--- src/rtl/dlct_pkg.sv ---
package dlct_pkg;

  // index width for a range of n values, at least one bit
  function automatic int idx_w(input int n);
    return (n > 1) ? $clog2(n) : 1;
  endfunction

  // counter width able to hold the value n itself
  function automatic int cnt_w(input int n);
    return $clog2(n + 1);
  endfunction

endpackage

--- src/rtl/dlct_commit_filter.sv ---
module dlct_commit_filter #(
  parameter int NUM_IN  = 8,
  parameter int NUM_FIB = 2,
  parameter int NUM_DLY = 4,
  parameter int NUM_WL  = 4,
  parameter int NUM_CMT = 2
) (
  input  logic                                  clk,
  input  logic                                  rst,
  input  logic [NUM_CMT-1:0]                    cmt_valid,
  input  logic [NUM_CMT*dlct_pkg::idx_w(NUM_IN)-1:0]  cmt_in,
  input  logic [NUM_CMT*dlct_pkg::idx_w(NUM_FIB)-1:0] cmt_fib,
  input  logic [NUM_CMT*dlct_pkg::idx_w(NUM_DLY)-1:0] cmt_dly,
  input  logic [NUM_IN*NUM_DLY-1:0]             occ_cur,
  input  logic [NUM_FIB*NUM_DLY*dlct_pkg::cnt_w(NUM_WL)-1:0] av_cur,
  output logic [NUM_IN*NUM_DLY-1:0]             occ_cmt,
  output logic [NUM_FIB*NUM_DLY*dlct_pkg::cnt_w(NUM_WL)-1:0] av_cmt
);
  localparam int IN_W  = dlct_pkg::idx_w(NUM_IN);
  localparam int FIB_W = dlct_pkg::idx_w(NUM_FIB);
  localparam int DLY_W = dlct_pkg::idx_w(NUM_DLY);
  localparam int AV_W  = dlct_pkg::cnt_w(NUM_WL);

  // lanes applied one after another; each sees earlier accepted lanes
  always_comb begin
    occ_cmt = occ_cur;
    av_cmt  = av_cur;
    for (int k = 0; k < NUM_CMT; k++) begin
      int ii;
      int ff;
      int dd;
      logic [AV_W-1:0] cur;
      ii  = int'(cmt_in[k*IN_W +: IN_W]);
      ff  = int'(cmt_fib[k*FIB_W +: FIB_W]);
      dd  = int'(cmt_dly[k*DLY_W +: DLY_W]);
      cur = '0;
      if (cmt_valid[k] && ii < NUM_IN && ff < NUM_FIB && dd < NUM_DLY) begin
        cur = av_cmt[(ff*NUM_DLY + dd)*AV_W +: AV_W];
        if (!occ_cmt[ii*NUM_DLY + dd] && cur != '0) begin
          occ_cmt[ii*NUM_DLY + dd] = 1'b1;
          av_cmt[(ff*NUM_DLY + dd)*AV_W +: AV_W] = cur - 1'b1;
        end
      end
    end
  end

  AST_IDLE_BUS_NO_CHANGE: assert property (@(posedge clk) disable iff (rst)
    (cmt_valid == '0) |-> (occ_cmt == occ_cur && av_cmt == av_cur));

  AST_COMMIT_ONLY_SETS: assert property (@(posedge clk) disable iff (rst)
    ((occ_cmt & occ_cur) == occ_cur));

endmodule

--- src/rtl/dlct_occ_bank.sv ---
module dlct_occ_bank #(
  parameter int NUM_IN  = 8,
  parameter int NUM_DLY = 4
) (
  input  logic                      clk,
  input  logic                      rst,
  input  logic                      slot_tick,
  input  logic [NUM_IN*NUM_DLY-1:0] occ_cmt,
  output logic [NUM_IN*NUM_DLY-1:0] occ_q
);
  localparam int VW = NUM_DLY;

  always_ff @(posedge clk) begin
    if (rst) begin
      occ_q <= '0;
    end else if (slot_tick) begin
      for (int i = 0; i < NUM_IN; i++) begin
        occ_q[i*VW +: VW] <= {1'b0, occ_cmt[i*VW+1 +: VW-1]};
      end
    end else begin
      occ_q <= occ_cmt;
    end
  end

  for (genvar gi = 0; gi < NUM_IN; gi++) begin : g_chk
    AST_OCC_SHIFT: assert property (@(posedge clk) disable iff (rst)
      (slot_tick && occ_cmt[gi*VW +: VW] == occ_q[gi*VW +: VW])
      |=> occ_q[gi*VW +: VW] == ($past(occ_q[gi*VW +: VW]) >> 1));

    AST_OCC_HOLD: assert property (@(posedge clk) disable iff (rst)
      (!slot_tick && occ_cmt[gi*VW +: VW] == occ_q[gi*VW +: VW])
      |=> $stable(occ_q[gi*VW +: VW]));
  end

endmodule

--- src/rtl/dlct_avail_bank.sv ---
module dlct_avail_bank #(
  parameter int NUM_FIB = 2,
  parameter int NUM_DLY = 4,
  parameter int NUM_WL  = 4
) (
  input  logic clk,
  input  logic rst,
  input  logic slot_tick,
  input  logic [NUM_FIB*NUM_DLY*dlct_pkg::cnt_w(NUM_WL)-1:0] av_cmt,
  output logic [NUM_FIB*NUM_DLY*dlct_pkg::cnt_w(NUM_WL)-1:0] av_q
);
  localparam int AV_W = dlct_pkg::cnt_w(NUM_WL);
  localparam logic [AV_W-1:0] FULL = AV_W'(NUM_WL);

  always_ff @(posedge clk) begin
    if (rst) begin
      for (int e = 0; e < NUM_FIB*NUM_DLY; e++) begin
        av_q[e*AV_W +: AV_W] <= FULL;
      end
    end else if (slot_tick) begin
      for (int f = 0; f < NUM_FIB; f++) begin
        for (int t = 0; t < NUM_DLY; t++) begin
          if (t == NUM_DLY-1) begin
            av_q[(f*NUM_DLY + t)*AV_W +: AV_W] <= FULL;
          end else begin
            av_q[(f*NUM_DLY + t)*AV_W +: AV_W] <=
              av_cmt[(f*NUM_DLY + t + 1)*AV_W +: AV_W];
          end
        end
      end
    end else begin
      av_q <= av_cmt;
    end
  end

  for (genvar gf = 0; gf < NUM_FIB; gf++) begin : g_fib
    for (genvar gt = 0; gt < NUM_DLY; gt++) begin : g_dly
      localparam int B = (gf*NUM_DLY + gt)*AV_W;

      AST_AV_BOUND: assert property (@(posedge clk) disable iff (rst)
        av_q[B +: AV_W] <= FULL);

      AST_AV_HOLD: assert property (@(posedge clk) disable iff (rst)
        (!slot_tick && av_cmt[B +: AV_W] == av_q[B +: AV_W])
        |=> $stable(av_q[B +: AV_W]));

      if (gt == NUM_DLY-1) begin : g_top
        AST_TOP_REFILL: assert property (@(posedge clk) disable iff (rst)
          slot_tick |=> av_q[B +: AV_W] == FULL);
      end
    end
  end

endmodule

--- src/rtl/dlct_query.sv ---
module dlct_query #(
  parameter int NUM_IN  = 8,
  parameter int NUM_FIB = 2,
  parameter int NUM_DLY = 4,
  parameter int NUM_WL  = 4
) (
  input  logic clk,
  input  logic rst,
  input  logic [dlct_pkg::idx_w(NUM_IN)-1:0]  q_in,
  input  logic [dlct_pkg::idx_w(NUM_FIB)-1:0] q_fib,
  input  logic [dlct_pkg::idx_w(NUM_DLY)-1:0] q_dly,
  input  logic [NUM_IN*NUM_DLY-1:0]           occ_cur,
  input  logic [NUM_FIB*NUM_DLY*dlct_pkg::cnt_w(NUM_WL)-1:0] av_cur,
  output logic q_ok
);
  localparam int AV_W = dlct_pkg::cnt_w(NUM_WL);

  logic ok_c;
  logic busy_c;

  always_comb begin
    int ii;
    int ff;
    int dd;
    ii     = int'(q_in);
    ff     = int'(q_fib);
    dd     = int'(q_dly);
    ok_c   = 1'b0;
    busy_c = 1'b1;
    if (ii < NUM_IN && ff < NUM_FIB && dd < NUM_DLY) begin
      busy_c = occ_cur[ii*NUM_DLY + dd];
      ok_c   = !busy_c && (av_cur[(ff*NUM_DLY + dd)*AV_W +: AV_W] != '0);
    end
  end

  always_ff @(posedge clk) begin
    if (rst) q_ok <= 1'b0;
    else     q_ok <= ok_c;
  end

  AST_Q_BLOCKED: assert property (@(posedge clk) disable iff (rst)
    busy_c |=> !q_ok);

endmodule

--- src/rtl/dl_contention_tracker.sv ---
module dl_contention_tracker #(
  parameter int NUM_IN  = 8,
  parameter int NUM_FIB = 2,
  parameter int NUM_DLY = 4,
  parameter int NUM_WL  = 4,
  parameter int NUM_CMT = 2
) (
  input  logic clk,
  input  logic rst,
  input  logic slot_tick,
  input  logic [NUM_CMT-1:0] cmt_valid,
  input  logic [NUM_CMT*dlct_pkg::idx_w(NUM_IN)-1:0]  cmt_in,
  input  logic [NUM_CMT*dlct_pkg::idx_w(NUM_FIB)-1:0] cmt_fib,
  input  logic [NUM_CMT*dlct_pkg::idx_w(NUM_DLY)-1:0] cmt_dly,
  input  logic [dlct_pkg::idx_w(NUM_IN)-1:0]  q_in,
  input  logic [dlct_pkg::idx_w(NUM_FIB)-1:0] q_fib,
  input  logic [dlct_pkg::idx_w(NUM_DLY)-1:0] q_dly,
  output logic q_ok,
  output logic [NUM_IN*NUM_DLY-1:0] occ_vec,
  output logic [NUM_FIB*NUM_DLY*dlct_pkg::cnt_w(NUM_WL)-1:0] avail_vec
);
  localparam int AV_W = dlct_pkg::cnt_w(NUM_WL);
  localparam int OCC_BITS = NUM_IN*NUM_DLY;
  localparam int AV_BITS  = NUM_FIB*NUM_DLY*AV_W;

  logic [OCC_BITS-1:0] occ_cmt;
  logic [AV_BITS-1:0]  av_cmt;

  dlct_commit_filter #(
    .NUM_IN(NUM_IN), .NUM_FIB(NUM_FIB), .NUM_DLY(NUM_DLY),
    .NUM_WL(NUM_WL), .NUM_CMT(NUM_CMT)
  ) u_filter (
    .clk(clk), .rst(rst),
    .cmt_valid(cmt_valid), .cmt_in(cmt_in), .cmt_fib(cmt_fib), .cmt_dly(cmt_dly),
    .occ_cur(occ_vec), .av_cur(avail_vec),
    .occ_cmt(occ_cmt), .av_cmt(av_cmt)
  );

  dlct_occ_bank #(
    .NUM_IN(NUM_IN), .NUM_DLY(NUM_DLY)
  ) u_occ (
    .clk(clk), .rst(rst), .slot_tick(slot_tick),
    .occ_cmt(occ_cmt), .occ_q(occ_vec)
  );

  dlct_avail_bank #(
    .NUM_FIB(NUM_FIB), .NUM_DLY(NUM_DLY), .NUM_WL(NUM_WL)
  ) u_avail (
    .clk(clk), .rst(rst), .slot_tick(slot_tick),
    .av_cmt(av_cmt), .av_q(avail_vec)
  );

  dlct_query #(
    .NUM_IN(NUM_IN), .NUM_FIB(NUM_FIB), .NUM_DLY(NUM_DLY), .NUM_WL(NUM_WL)
  ) u_query (
    .clk(clk), .rst(rst),
    .q_in(q_in), .q_fib(q_fib), .q_dly(q_dly),
    .occ_cur(occ_vec), .av_cur(avail_vec),
    .q_ok(q_ok)
  );

  AST_POP_BOUNDED: assert property (@(posedge clk) disable iff (rst)
    !slot_tick |=> $countones(occ_vec) <= $countones($past(occ_vec)) + NUM_CMT);

endmodule

--- config.mk ---
export PLATFORM = sky130hd
export DESIGN_NAME = dl_contention_tracker
export DESIGN_NICKNAME = d
export VERILOG_FILES = /design/src/rtl/dlct_pkg.sv /design/src/rtl/dlct_commit_filter.sv /design/src/rtl/dlct_occ_bank.sv /design/src/rtl/dlct_avail_bank.sv /design/src/rtl/dlct_query.sv /design/src/rtl/dl_contention_tracker.sv
export SDC_FILE = /design/constraint.sdc
export NUM_CORES = 1
export LEC_CHECK = 0
export BUFFER_PORTS_ARGS = -buffer_cell sky130_fd_sc_hd__buf_4
export CAP_MARGIN = 40
export CORE_MARGIN = 8
export CORE_UTILIZATION = 37
export DETAILED_ROUTE_END_ITERATION = 10
export PLACE_DENSITY = 0.61
export RECOVER_POWER = 25
export SLEW_MARGIN = 20
export SYNTH_ARGS = -nofsm -noshare
export SYNTH_HDL_FRONTEND = slang
export SYNTH_SLANG_ARGS = --single-unit
export TNS_END_PERCENT = 50
--- constraint.sdc ---
create_clock -name clk -period 11.48 [get_ports clk]
set_input_delay 0 -clock clk [delete_from_list [all_inputs] [get_ports clk]]
set_output_delay 0 -clock clk [all_outputs]
set_load 0.005 [all_outputs]
==> summary.md <==
| Metric | Value |
|---|---|
| Post-CTS Setup Bufs | `0` |
| Yosys top cell area share | `14.5%` |
| CTS resizes | `0` |
| Worst slack at placement | `3420 ps` |
| I/O pins | `80` |
| Initial antenna violation count | `1` |
| Top Family by Delay on Critical Path | `compound AO/OA/AOI/OAI gates` |
| Slew Limit Fails | `0` |
| Crit path largest cell delay | `660 ps` |
| Maxcap violations | `0` |
| Worst vdd rail ir drop | `0.0622 mV` |
| Fin cells | `1360` |
| Residual DRC | `0` |
| # placed instances | `1341` |
| Outcome | `finished, final reports clean` |
| Post-synth top flop | `dfxtp_1` |
| Worst hold path class | `in2reg` |
| Worst setup path startpoint | `cmt_dly[0]` |
| WL final | `34900 microns` |
| TritonCTS clock tree | `done` |
| WP data required | `11700 ps` |
| Setup ws final | `3620 ps` |
| Setup Viol. Count Final | `0` |
| RSZ-0062 raised after global routing | `no` |
| Synth cell count leaders | `nor2_1 (115), nand2_1 (90), a21oi_1 (61), o21ai_0 (58), dfxtp_1 (57)` |
| Cell leakage power | `3.38 nW` |
| Buffers added on ports | `79` |
| Vias in the first global route | `8917` |
| Class of the most critical setup path | `in2reg` |
| Vias/cell | `6.84` |
| Row count | `53` |
| Yosys reg bits | `57` |
| Hold Vio Cnt, Final | `0` |
| Post-route ant nets | `0` |
| Multi-input logic area | `0.00626 sq mm` |
| Main area contributors after synthesis | `dfxtp_1 (14%), mux4_2 (7.7%), mux2i_1 (6.0%)` |
| Worst r2r src | `u_avail.av_q[20]` |
| Period minus WS final | `7860 ps` |
| CTS clk-pin slew, worst paths | `60 ps` |
| Die Span Y | `162 microns` |
| Syn nets | `1112` |
| Inserted Clock Buffers | `9` |
| Clock Latency Late Sink | `340 ps` |
| Slowest CP cell | `a2111oi_1` |
| Routed vias | `9305` |
| Cell with the most instances after synthesis | `nor2_1` |
| Largest net degree at the start of global routing | `51` |
| Worst path arrival time | `8090 ps` |
| Critical Path Start Type | `primary input` |
| Cell variety after synth | `103` |
| Total track usage | `25.7%` |
| Avg Inst Size Synth | `7.45 sq um` |
| Worst hold start | `q_in[2]` |
| Clock tree sinks | `57` |
| Setup TNS | `0 ps` |
| Root buffer cell | `clkbuf_16` |
| Synth area leader | `dfxtp_1` |
| Final GP Congestion | `1.05` |
| Critical path buffer and inverter count | `1` |
| CTS Buffer Depth | `2` |
| Die area | `0.0262 sq mm` |
| Final Net Count | `1135` |
| Sequential standard cell area | `0.00114 sq mm` |
| Fraction of layout cells with a size suffix above 1 | `17.2%` |
| Rel. slew slack | `41.4%` |
| Drt first pass iters | `5` |
| Pwr per Cell Area | `115 mW/mm^2` |
| Final core utilization | `42.4%` |
| Core area | `0.0210 sq mm` |
| Syn. warnings | `0` |
| Crit-path most repeated cell | `ha_1` |
| Clock Skew | `6.69 ps` |
| Area growth syn-to-layout | `12.8%` |
| Initial Utilization | `37.6%` |
| Avg WL per Cell | `25.6 microns` |
| Sequential fraction of the synthesis area | `14.5%` |
| Post-CTS Hold Fix Bufs | `1` |
| Detail Placement HPWL | `26200 microns` |
| Worst Setup End Kind | `register` |
| Post-synth EDFFs | `0` |
| Ys async rst share | `0%` |
| Mapped cell area | `0.00787 sq mm` |
| Initial drt markers | `1123` |
| Final Power | `1.02 mW` |
| Filler cells | `2236` |
| First-pass GRT wire length | `53500 microns` |
| GR Overflow Total | `0` |
| Post-Syn Instances | `1056` |
| Fmax | `0.127 GHz` |
| CP Max Fanout | `50` |
| Worst slew pin tran | `854 ps` |
| Chip width | `162 microns` |
| H-tree level count | `3` |
| Final Cycle Share | `68.5%` |
cells in the final DEF (no fill, tap or decap), types with 29 or more instances in the layout:
master,instances
a21oi_1,61
a31oi_1,44
buf_4,59
dfxtp_1,57
ha_1,33
inv_1,29
mux2i_1,47
nand2_1,90
nand3_1,38
nor2_1,115
nor3_1,43
o21ai_0,58
sequential cells by signal, indices dropped and copies added, names as in the netlist:
register,flops
u_avail.av_q,24
u_occ.occ_q,32
u_query.q_ok,1
area by class of cell:
cell class                      instances  share of cell area, %
Sequential cell                        57                   12.9
Antenna cell                            1                 0.0282
Timing Repair Buffer                   91                   7.69
Multi-Input combinational cell        888                   70.5
Clock buffer                            9                   2.54
Clock inverter                          7                   1.17
Tap cell                              275                   3.87
Inverter                               32                   1.35
routing by layer:
layer / GRT usage, % / vias up / wire length (microns)
met1: 34.2 / 4475 / 14600
met2: 39.0 / 607 / 15100
met4: 12.5 / 0 / 1540
li1: - / 4114 / -
met5: 0 / - / 0
met3: 5.34 / 109 / 3630
where the power goes:
part | total (mW) | internal, mW | switching, mW
Combinational | 0.496 | 0.172 | 0.323
Clock | 0.296 | 0.192 | 0.104
Sequential | 0.232 | 0.208 | 0.0243
Total | 1.02 | 0.572 | 0.452
cells by family (layout without fill, tap and decap cells):
family | after synthesis | after routing | share of synthesized area (%)
mux | 88 | 88 | 15.8
simple gates | 410 | 410 | 26.5
buf+inv | 111 | 139 | 5.98
xor+xnor | 10 | 10 | 1.29
other cells | 0 | 1 | 0
flops | 57 | 57 | 14.5
compound gates | 347 | 347 | 30.7
fa+ha+maj | 33 | 33 | 5.25
worst register-to-register path: stages, from the launching register on:
cell and delay (ps):
dfxtp_1 700, mux4_2 350, a22oi_1 80, a31o_2 280
nor2_1 300, nor2_1 120, ha_1 270, or4b_1 590
o211ai_2 180, o21ai_1 210, a2111oi_1 660, nor2_1 160
mux4_2 500, mux4_2 500, nor3_1 150, a21oi_1 90
ha_1 240, nand2_1 90, or2_1 120, o41ai_1 70
and4bb_4 370, o22ai_1 130, a221oi_2 300, a21oi_1 100
a2111o_1 450
path summary, 6_finish.rpt:
check / endpoint / slack (ps) / depth (start not counted)
worst min-delay path: u_query.q_ok / 50 / 3
worst max register to register: u_avail.av_q[14] / 4350 / 24
worst max-delay path: u_avail.av_q[14] / 3620 / 27
worst min register to register: u_occ.occ_q[23] / 620 / 2
through the flow:
stage                     cell area, sq um  hold slack (ps)
after floorplan                       7870              114
after global placement                8520              228
after detailed placement              8540              217
after CTS                             8880             39.6
after global routing                  8880             81.8
final                                 8880             49.3
(Power assumes the default switching activity.)
